File: src/rtl/pkt_sched_pkg.sv
package pkt_sched_pkg;
  typedef enum logic [1:0] {
    POL_BATCH_RANK  = 2'b00,
    POL_ROUND_ROBIN = 2'b01,
    POL_OLDEST      = 2'b10,
    POL_SPARE       = 2'b11
  } policy_e;
endpackage

File: src/rtl/psa_rank_table.sv
module psa_rank_table #(
  parameter int N_REQ  = 4,
  parameter int APP_W  = 3,
  parameter int RANK_W = 3
) (
  input  logic                      clk,
  input  logic                      rst,
  input  logic                      we,
  input  logic [APP_W-1:0]          waddr,
  input  logic [RANK_W-1:0]         wdata,
  input  logic [N_REQ*APP_W-1:0]    raddr,
  output logic [N_REQ*RANK_W-1:0]   rdata
);
  localparam int NUM_APPS = 1 << APP_W;

  logic [RANK_W-1:0] rank_q [NUM_APPS];

  always_ff @(posedge clk) begin
    if (rst) begin
      for (int a = 0; a < NUM_APPS; a++) rank_q[a] <= RANK_W'(a);
    end else if (we) begin
      rank_q[waddr] <= wdata;
    end
  end

  for (genvar gi = 0; gi < N_REQ; gi++) begin : g_rd
    assign rdata[gi*RANK_W +: RANK_W] = rank_q[raddr[gi*APP_W +: APP_W]];
  end

  AST_RANK_WRITE: assert property (@(posedge clk) disable iff (rst)
    we |=> rank_q[$past(waddr)] == $past(wdata));
endmodule

File: src/rtl/psa_key_select.sv
module psa_key_select #(
  parameter int N_REQ   = 4,
  parameter int BATCH_W = 3,
  parameter int RANK_W  = 3,
  parameter int TS_W    = 8,
  localparam int IDX_W  = (N_REQ > 1) ? $clog2(N_REQ) : 1
) (
  input  logic [N_REQ-1:0]         valid,
  input  logic [N_REQ*BATCH_W-1:0] batch,
  input  logic [N_REQ*RANK_W-1:0]  rank,
  input  logic [N_REQ*TS_W-1:0]    ts,
  input  logic                     age_only,
  output logic                     found,
  output logic [IDX_W-1:0]         idx
);
  logic [BATCH_W-1:0] batch_a [N_REQ];
  logic [RANK_W-1:0]  rank_a  [N_REQ];
  logic [TS_W-1:0]    ts_a    [N_REQ];

  always_comb begin
    for (int i = 0; i < N_REQ; i++) begin
      batch_a[i] = batch[i*BATCH_W +: BATCH_W];
      rank_a[i]  = rank[i*RANK_W +: RANK_W];
      ts_a[i]    = ts[i*TS_W +: TS_W];
    end
  end

  function automatic logic batch_older(input logic [BATCH_W-1:0] x, input logic [BATCH_W-1:0] y);
    logic [BATCH_W-1:0] d;
    d = x - y;
    return d[BATCH_W-1];
  endfunction

  function automatic logic ts_older(input logic [TS_W-1:0] x, input logic [TS_W-1:0] y);
    logic [TS_W-1:0] d;
    d = x - y;
    return d[TS_W-1];
  endfunction

  // challenger (c) strictly beats incumbent (h); ties keep the lower index
  function automatic logic beats(
    input logic [BATCH_W-1:0] bc, input logic [RANK_W-1:0] rc, input logic [TS_W-1:0] tc,
    input logic [BATCH_W-1:0] bh, input logic [RANK_W-1:0] rh, input logic [TS_W-1:0] th,
    input logic ignore_prio);
    if (!ignore_prio && bc != bh) return batch_older(bc, bh);
    if (!ignore_prio && rc != rh) return rc < rh;
    if (tc != th) return ts_older(tc, th);
    return 1'b0;
  endfunction

  logic [IDX_W-1:0] best [N_REQ+1];
  logic             have [N_REQ+1];

  assign best[0] = '0;
  assign have[0] = 1'b0;

  for (genvar gi = 0; gi < N_REQ; gi++) begin : g_chain
    logic take;
    assign take = valid[gi] && (!have[gi] ||
                  beats(batch_a[gi], rank_a[gi], ts_a[gi],
                        batch_a[best[gi]], rank_a[best[gi]], ts_a[best[gi]], age_only));
    assign have[gi+1] = have[gi] | valid[gi];
    assign best[gi+1] = take ? IDX_W'(gi) : best[gi];
  end

  assign found = have[N_REQ];
  assign idx   = best[N_REQ];
endmodule

File: src/rtl/psa_rr_pick.sv
module psa_rr_pick #(
  parameter int N_REQ  = 4,
  localparam int IDX_W = (N_REQ > 1) ? $clog2(N_REQ) : 1
) (
  input  logic             clk,
  input  logic             rst,
  input  logic [N_REQ-1:0] valid,
  input  logic             upd,
  input  logic [IDX_W-1:0] upd_idx,
  output logic             found,
  output logic [IDX_W-1:0] idx
);
  logic [IDX_W-1:0] ptr_q;
  logic [IDX_W:0]   cand;

  always_comb begin
    found = 1'b0;
    idx   = '0;
    cand  = '0;
    for (int k = 0; k < N_REQ; k++) begin
      cand = {1'b0, ptr_q} + (IDX_W+1)'(k);
      if (cand >= (IDX_W+1)'(N_REQ)) cand = cand - (IDX_W+1)'(N_REQ);
      if (!found && valid[cand[IDX_W-1:0]]) begin
        found = 1'b1;
        idx   = cand[IDX_W-1:0];
      end
    end
  end

  always_ff @(posedge clk) begin
    if (rst)      ptr_q <= '0;
    else if (upd) ptr_q <= (upd_idx == IDX_W'(N_REQ-1)) ? '0 : upd_idx + 1'b1;
  end

  AST_RR_FROM_VALID: assert property (@(posedge clk) disable iff (rst)
    found |-> valid[idx]);
  AST_RR_PTR_FIRST: assert property (@(posedge clk) disable iff (rst)
    (found && idx != ptr_q) |-> !valid[ptr_q]);
endmodule

File: src/rtl/pkt_sched_arb.sv
module pkt_sched_arb
  import pkt_sched_pkg::*;
#(
  parameter int N_REQ   = 4,
  parameter int BATCH_W = 3,
  parameter int APP_W   = 3,
  parameter int RANK_W  = 3,
  parameter int TS_W    = 8,
  localparam int IDX_W  = (N_REQ > 1) ? $clog2(N_REQ) : 1
) (
  input  logic                     clk,
  input  logic                     rst,
  input  logic [1:0]               policy,
  input  logic [N_REQ-1:0]         req_valid,
  input  logic [N_REQ*BATCH_W-1:0] req_batch,
  input  logic [N_REQ*APP_W-1:0]   req_app,
  input  logic [N_REQ*TS_W-1:0]    req_ts,
  input  logic                     rank_we,
  input  logic [APP_W-1:0]         rank_waddr,
  input  logic [RANK_W-1:0]        rank_wdata,
  output logic                     gnt_valid,
  output logic [N_REQ-1:0]         gnt_onehot,
  output logic [IDX_W-1:0]         gnt_idx
);
  policy_e pol;
  assign pol = policy_e'(policy);

  logic [N_REQ*RANK_W-1:0] req_rank;
  logic                    key_found, rr_found, sel_found;
  logic [IDX_W-1:0]        key_idx, rr_idx, sel_idx;
  logic                    age_only;

  assign age_only = (pol == POL_OLDEST);

  psa_rank_table #(.N_REQ(N_REQ), .APP_W(APP_W), .RANK_W(RANK_W)) u_rank (
    .clk(clk), .rst(rst), .we(rank_we), .waddr(rank_waddr), .wdata(rank_wdata),
    .raddr(req_app), .rdata(req_rank));

  psa_key_select #(.N_REQ(N_REQ), .BATCH_W(BATCH_W), .RANK_W(RANK_W), .TS_W(TS_W)) u_key (
    .valid(req_valid), .batch(req_batch), .rank(req_rank), .ts(req_ts),
    .age_only(age_only), .found(key_found), .idx(key_idx));

  psa_rr_pick #(.N_REQ(N_REQ)) u_rr (
    .clk(clk), .rst(rst), .valid(req_valid), .upd(sel_found), .upd_idx(sel_idx),
    .found(rr_found), .idx(rr_idx));

  always_comb begin
    if (pol == POL_ROUND_ROBIN) begin
      sel_found = rr_found;
      sel_idx   = rr_idx;
    end else begin
      sel_found = key_found;
      sel_idx   = key_idx;
    end
  end

  always_ff @(posedge clk) begin
    if (rst) begin
      gnt_valid  <= 1'b0;
      gnt_onehot <= '0;
      gnt_idx    <= '0;
    end else begin
      gnt_valid  <= sel_found;
      gnt_idx    <= sel_idx;
      gnt_onehot <= sel_found ? (N_REQ'(1) << sel_idx) : '0;
    end
  end

  AST_ONEHOT_GNT: assert property (@(posedge clk) disable iff (rst)
    $onehot0(gnt_onehot));
  AST_GNT_WAS_REQ: assert property (@(posedge clk) disable iff (rst)
    gnt_valid |-> (($past(req_valid) & gnt_onehot) != '0));
  AST_IDX_MATCH: assert property (@(posedge clk) disable iff (rst)
    gnt_valid |-> gnt_onehot[gnt_idx]);
  AST_IDLE_NO_GNT: assert property (@(posedge clk) disable iff (rst)
    (req_valid == '0) |=> !gnt_valid);
  AST_RESET_QUIET: assert property (@(posedge clk)
    rst |=> (!gnt_valid && gnt_onehot == '0));
endmodule

File: config.mk
export PLATFORM = sky130hd
export DESIGN_NAME = pkt_sched_arb
export DESIGN_NICKNAME = d
export VERILOG_FILES = /design/src/rtl/pkt_sched_pkg.sv /design/src/rtl/psa_rank_table.sv /design/src/rtl/psa_key_select.sv /design/src/rtl/psa_rr_pick.sv /design/src/rtl/pkt_sched_arb.sv
export SDC_FILE = /design/constraint.sdc
export NUM_CORES = 1
export LEC_CHECK = 0
export BUFFER_PORTS_ARGS = -buffer_cell sky130_fd_sc_hd__buf_2
export CAP_MARGIN = 20
export CORE_MARGIN = 2
export CORE_UTILIZATION = 40
export CTS_CLUSTER_DIAMETER = 60
export DETAILED_ROUTE_END_ITERATION = 8
export SLEW_MARGIN = 20
export SYNTH_ARGS = -nofsm -noshare
export SYNTH_HDL_FRONTEND = slang
export SYNTH_SLANG_ARGS = --single-unit
File: constraint.sdc
create_clock -name clk -period 12.7 [get_ports clk]
set_clock_uncertainty 0.15 [all_clocks]
set_input_delay 1.27 -clock clk [delete_from_list [all_inputs] [get_ports clk]]
set_output_delay 1.27 -clock clk [all_outputs]
set_load 0.05 [all_outputs]
# == Word level (Yosys, flattened, before mapping) ==
# Memories as Yosys holds them, arrays and structs flattened.
# Index checks and enable logic that the tools add are counted.
# word_totals
ff_bits,9
mem_bits_rw,24
inputBits,71
word_cells,163
n_memories,1
# memory_table
name,depth,word_bits,rd,rd_ports_with_merged_regs,write_ports,line,source
u_rank.rank_q,8,3,4,0,8,psa_rank_table.sv:16,logic [RANK_W-1:0] rank_q [NUM_APPS];
# classes
n_addsub,14
magnitude_cmp,13
eq_ne,12
shifts,1
mux,88
bitwise,6
n_reduce_logical,24
# ops
op,count
$mux W1,52
$bmux W8 S2,2
$mux W8,4
$mux W3,10
$bmux W3 S2,4
$mux W2,12
$ne A8 B8 Y1,3
$sub A8 B8 Y8,3
$ne A3 B3 Y1,6
$ge A3 B3 Y1 const B,5
$logic_and A1 B1 Y1,12
$lt A2 B3 Y1 const B,4
$lt A3 B3 Y1,3
$sub A3 B3 Y3,3
$bmux W1 S2,4
$sub A2 B1 Y2 const B,4
$logic_not A1 Y1,7
$add A2 B2 Y3 const B,2
$not A2 Y3,2
$eq A2 B2 Y1 const B,2
$shl A1 B2 Y4 const A,1
$add A2 B1 Y3 const B,1
$ge A2 B3 Y1 const B,1
$logic_or A1 B1 Y1,3
6 further kinds,8

# == Logic depth before layout (Yosys ltp) ==
# logic_depth
word_depth,48
mapped_depth,36
ltp_nobuf,34

# == Modules after synthesis ==
# From an unflattened synthesis, not the netlist that was laid out.
# hier_totals
cells_unflattened,386
area_unflattened_um2,3806.2
# modules_own_cells
module,n_inst,cells_each,area_each_um2,seq_area_each_um2
psa_rank_table,1,109,1771.7,720.7
psa_key_select,1,229,1581.5,0.0
pkt_sched_arb,1,25,291.5,140.1
psa_rr_pick,1,23,161.4,40.0

# == Least setup slack after synthesis ==
# OpenSTA, ideal clock, no wires.
# synth_timing
path_kind,in2reg
from,in req_app[3]
to,reg gnt_idx[0]
setup_time_ns,0.120
t_arrival_ns,9.044
required_ns,12.430
slack_ns,3.386
stages,35
path_cell_list,clkbuf_1 -> mux4_2 -> mux2_2 -> ha_1 -> nand3_1 -> nand2_1 -> or4b_1 -> and3_1 -> o21ai_0 -> nand2_1 -> clkbuf_1 -> mux2i_1 -> ha_1 -> and2_1 -> a221oi_1 -> o211ai_1 -> nor2b_1 -> a311oi_1 -> o21a_1 -> o41ai_1 -> nand2_1 -> clkbuf_1 -> o21ai_0 -> ha_1 -> nor2b_1 -> o21a_1 -> o21a_1 -> o21ai_0 -> a21oi_1 -> a211oi_1 -> o21ai_0 -> a21o_1 -> a31oi_1 -> a311oi_4 -> o31a_1
# synth_between
elab_chain_cells,40
word_cells_on_any_way,81
cone_classes,add/sub: 4; order compare: 3; eq/ne: 7; mux: 53; bitwise: 2; reduce/logical: 11; memory: 1
# synth_lines
item,line,source
from (decl),pkt_sched_arb.sv:16,"input logic [N_REQ*APP_W-1:0] req_app,"
$mem_v2 Z8 W3 *,-,
branches (longest 37 deep; another with $lt A3 B3 Y1),-,
$mux W2 *,psa_key_select.sv:63,assign best[gi+1] = take ? IDX_W'(gi) : best[gi];
$mux W2 *,pkt_sched_arb.sv:48,if (pol == POL_ROUND_ROBIN) begin
to (signal assigned),pkt_sched_arb.sv:64,gnt_idx <= sel_idx;
to (decl),pkt_sched_arb.sv:23,output logic [IDX_W-1:0] gnt_idx
# Mark *: on every way between the ends. The select of a mux whose other input is x is not followed.
# A chain may end at the register's enable or synchronous reset.

# == Worst setup path after layout ==
# layout_timing
from,in req_app[3]
to,reg gnt_onehot[3]
# layout_between
elab_chain_cells,41
word_cells_on_any_way,82
cone_classes,add/sub: 4; order compare: 3; eq/ne: 7; shift: 1; mux: 53; bitwise: 2; reduce/logical: 11; memory: 1
# layout_lines
item,line,source
$mem_v2 Z8 W3 *,-,
branches (longest 37 deep; another with $lt A3 B3 Y1),-,
$mux W2 *,psa_key_select.sv:63,
$mux W2 *,pkt_sched_arb.sv:48,
$shl A1 B2 Y4 *,pkt_sched_arb.sv:65,gnt_onehot <= sel_found ? (N_REQ'(1) << sel_idx) : '0;
to (signal assigned),pkt_sched_arb.sv:65,
to (decl),pkt_sched_arb.sv:22,"output logic [N_REQ-1:0] gnt_onehot,"
# Marks and branches as above.

==> metrics.cfg <==
[timing]
finalMaxSlewViolations=0
finalHoldViolations=0
rsz0062_at_grt=false
final.min_clock_period_ns=10.10
fin_hold_ws_ns=0.5192
fin_crit_sh_pct=79.51
worst_pin_slew_ns=0.6430
maxSlewHeadroom_pct=57.03
tns_ns=0
fmax_ghz=0.09903
setup_violations=0

[cells_and_area]
syn_to_final_growth_pct=16.24
antennaDiodeCount=0
layout.nets=588
drive_gt1_share_pct=27.39
fin_util_pct=47.88

[pwr]
seqPwrFrac_pct=31.0
powerDensity_nw_per_um2=98.27
power.share.clock_pct=21.6
p_int_mw=0.2692
vdd_drop_max_v=0.00007072
power_frac_comb_pct=47.5
leakage_nw=1.852
sw_frac_of_total_pct=38.08
p_sw_mw=0.1656

[routing]
drtAntennaViolNets=0
dr.pass1.iters=4
drt_iter0_drc=119
drc_errors=0
via_count=3510
routed_wl_microns=10200
avgRoutedWirePerCell_microns=16.70
drt-vias-per-instance=5.745

[cts]
cts.repair.resized=0
clk_path_buf_depth=2
cts.reportedPaths.clkPinSlew_ns=0.07
htreeDepth=2
cts_tree=yes
cts_buffers=5
postCtsSetupBuffers=0
hold_buffers=0
cts_root_buffer=clkbuf_8
clock_latency_ns=0.28
cts.sinks=33

[floorplan]
die-area_sq_um=10310
core-area_sq_um=9240
dieWidth_microns=101.5
die_height_microns=101.5
initial_core_util_pct=41.19
io_pins=78
std_cell_rows=35

[placed_design]
dp_hpwl_microns=8544
port_buffers=77
gp_congestion=0.9115

[synthesis]
yosysTopAreaCell=edfxtp_1
synth_flop_cell=edfxtp_1
yosysTopAreaCellShare_pct=18.93
syn_area_per_cell_sq_um=9.306
synthCells=409
yosysSeqAreaShare_pct=23.67
synth_edf_count=24
synth_seq_cells=33
synth.cell_area_sq_um=3806
synth.area.top_cells=edfxtp_1 (19%), mux4_2 (14%), ha_1 (12%), dfxtp_1 (4.7%), o21ai_0 (4.5%)
synthArstFlopShare_pct=0
syn_nets=516
ys_warn_count=0
synth.distinct_cells=66

[grt]
grt_use_total_pct=20.15
grt_overflow=0
grt_pass1_vias=3451
grt_max_degree=18
grt_pass1_wl_microns=16550
grt_antenna_before_repair=0

[setup_path]
rr_endpoint=gnt_onehot[3]
critPathTopFamily=compound AO/OA/AOI/OAI gates
crit_type=input port to flip-flop
crit_path_max_incr_delay_ns=0.58
path_buf_inv=1
rrSetupSlack_ns=3.33
critical_path_peak_fanout=17
cp_slowest_cell=o41ai_1
crit_path_start_kind=input port
r2r.worst_path.cells=31
end_kind=flip-flop
rr_startpoint=u_rank.rank_q[2][2]
worst_ep_required_time_ns=12.78
crit_arrival_ns=10.18

[job]
drv_cap=0

[hold_path]
hold_depth=2
worstHoldPathType=flip-flop to flip-flop
hold_end=u_rr.ptr_q[0]
min-delay-start=u_rr.ptr_q[0]

[outcome]
outcome=completed

-- layout make-up --
cell class | instances | area, sq um
inverters | 24 | 103.9
flip-flops and latches | 33 | 900.9
fillers | 928 | 4816
multi-input cells | 339 | 2751
clock buffers | 7 | 107.6
repair buffers | 78 | 392.9
clock inverters | 1 | 6.256
well taps | 129 | 161.4
-- worst max-delay path by stage --
stage          startpoint            end  slack [ns]  cells past startpoint
6_report       req_app[3]  gnt_onehot[3]        2.60                     32
5_1_grt        req_app[3]  gnt_onehot[1]        1.83                     32
3_5_place_dp   req_app[3]  gnt_onehot[2]        2.35                     32
4_1_cts        req_app[3]  gnt_onehot[3]        2.59                     32
3_3_place_gp   req_app[3]  u_rr.ptr_q[0]        2.68                     32
2_1_floorplan  req_app[3]     gnt_idx[0]        3.39                     35
-- cell usage in the layout, fill, tap and decap left out, types with 3 or more instances in the layout --
master,instances
a211oi_1,5
a21oi_1,20
a31oi_1,8
and2_1,10
and3_1,4
buf_2,77
clkbuf_8,6
dfxtp_1,9
edfxtp_1,24
ha_1,36
inv_1,22
mux2_2,7
mux2i_1,15
mux4_2,24
nand2_1,38
nand2b_1,7
nand3_1,9
nor2_1,21
nor2b_1,9
nor3_1,12
nor4_1,6
o211ai_1,4
o21a_1,6
o21ai_0,34
o22ai_1,3
o31a_1,4
or3_1,8
or4_1,3
xnor2_1,3
-- cell families after synthesis --
group	after synthesis	share of synthesized area [%]
muxes	47	20.58
and+or+nand+nor	142	19.36
adders and majority gates	36	11.83
xor gates and xnor gates	3	0.6905
AOI/OAI and AO/OA	111	19.82
DFF	33	23.67
buffers and inverters	37	4.043
-- through the flow --
step	power, mW	setup WS [ns]	instance area [sq um]	instances
floorplan	0.2840	3.386	3806	409
global placement	0.3377	2.679	4310	603
detailed placement	0.3420	2.349	4310	603
CTS	0.4361	2.586	4424	611
global route	0.4676	1.827	4424	611
finish	0.4348	2.602	4424	611
-- registers in the layout, summed over array words and instances, names as in the netlist --
register       count
u_rr.ptr_q         2
gnt_onehot         4
gnt_idx            2
gnt_valid          1
u_rank.rank_q     24
-- power groups by stage --
stage          combinational, mW  clock [mW]  sequential (mW)
5_1_grt                    0.230       0.102            0.135
2_1_floorplan              0.141           0            0.143
4_1_cts                    0.207      0.0951            0.134
6_report                   0.206      0.0937            0.135
3_5_place_dp               0.206           0            0.136
3_3_place_gp               0.202           0            0.136
-- metal layers --
metal	vias to the layer above	share of wire [%]	GRT usage (%)
met3	8	6.4	1.587
li1	1738	-	-
met5	-	0	0
met1	1658	48	29.23
met4	0	0.65	3.326
met2	106	45	33.45
-- worst register-to-register path, delay by kind of cell, from the launching register on --
family / cells / cell delay, ns
adder cells (fa/ha/maj): 3 / 0.88
AND/OR/NAND/NOR: 10 / 2.49
AO/OA/AOI/OAI: 15 / 4.18
flip-flops: 1 / 0.49
multiplexers: 3 / 1.13
-- cell usage after synthesis, drive strengths merged (2+ instances only) --
library cell,number
nand2,38
ha,36
o21ai,34
edfxtp,24
mux4,24
inv,23
nor2,22
a21oi,20
mux2i,16
clkbuf,12
nor3,12
and2,10
nor2b,10
dfxtp,9
nand3,9
a31oi,8
or3,8
mux2,7
nand2b,7
a211oi,6
nor4,6
o21a,6
and3,5
o211ai,4
o31a,4
a311oi,3
o22ai,3
o31ai,3
or2,3
or4,3
xnor2,3
a21boi,2
a21o,2
a31o,2
nand3b,2
nand4,2
o41ai,2
Power figures use the tool's default switching activity.
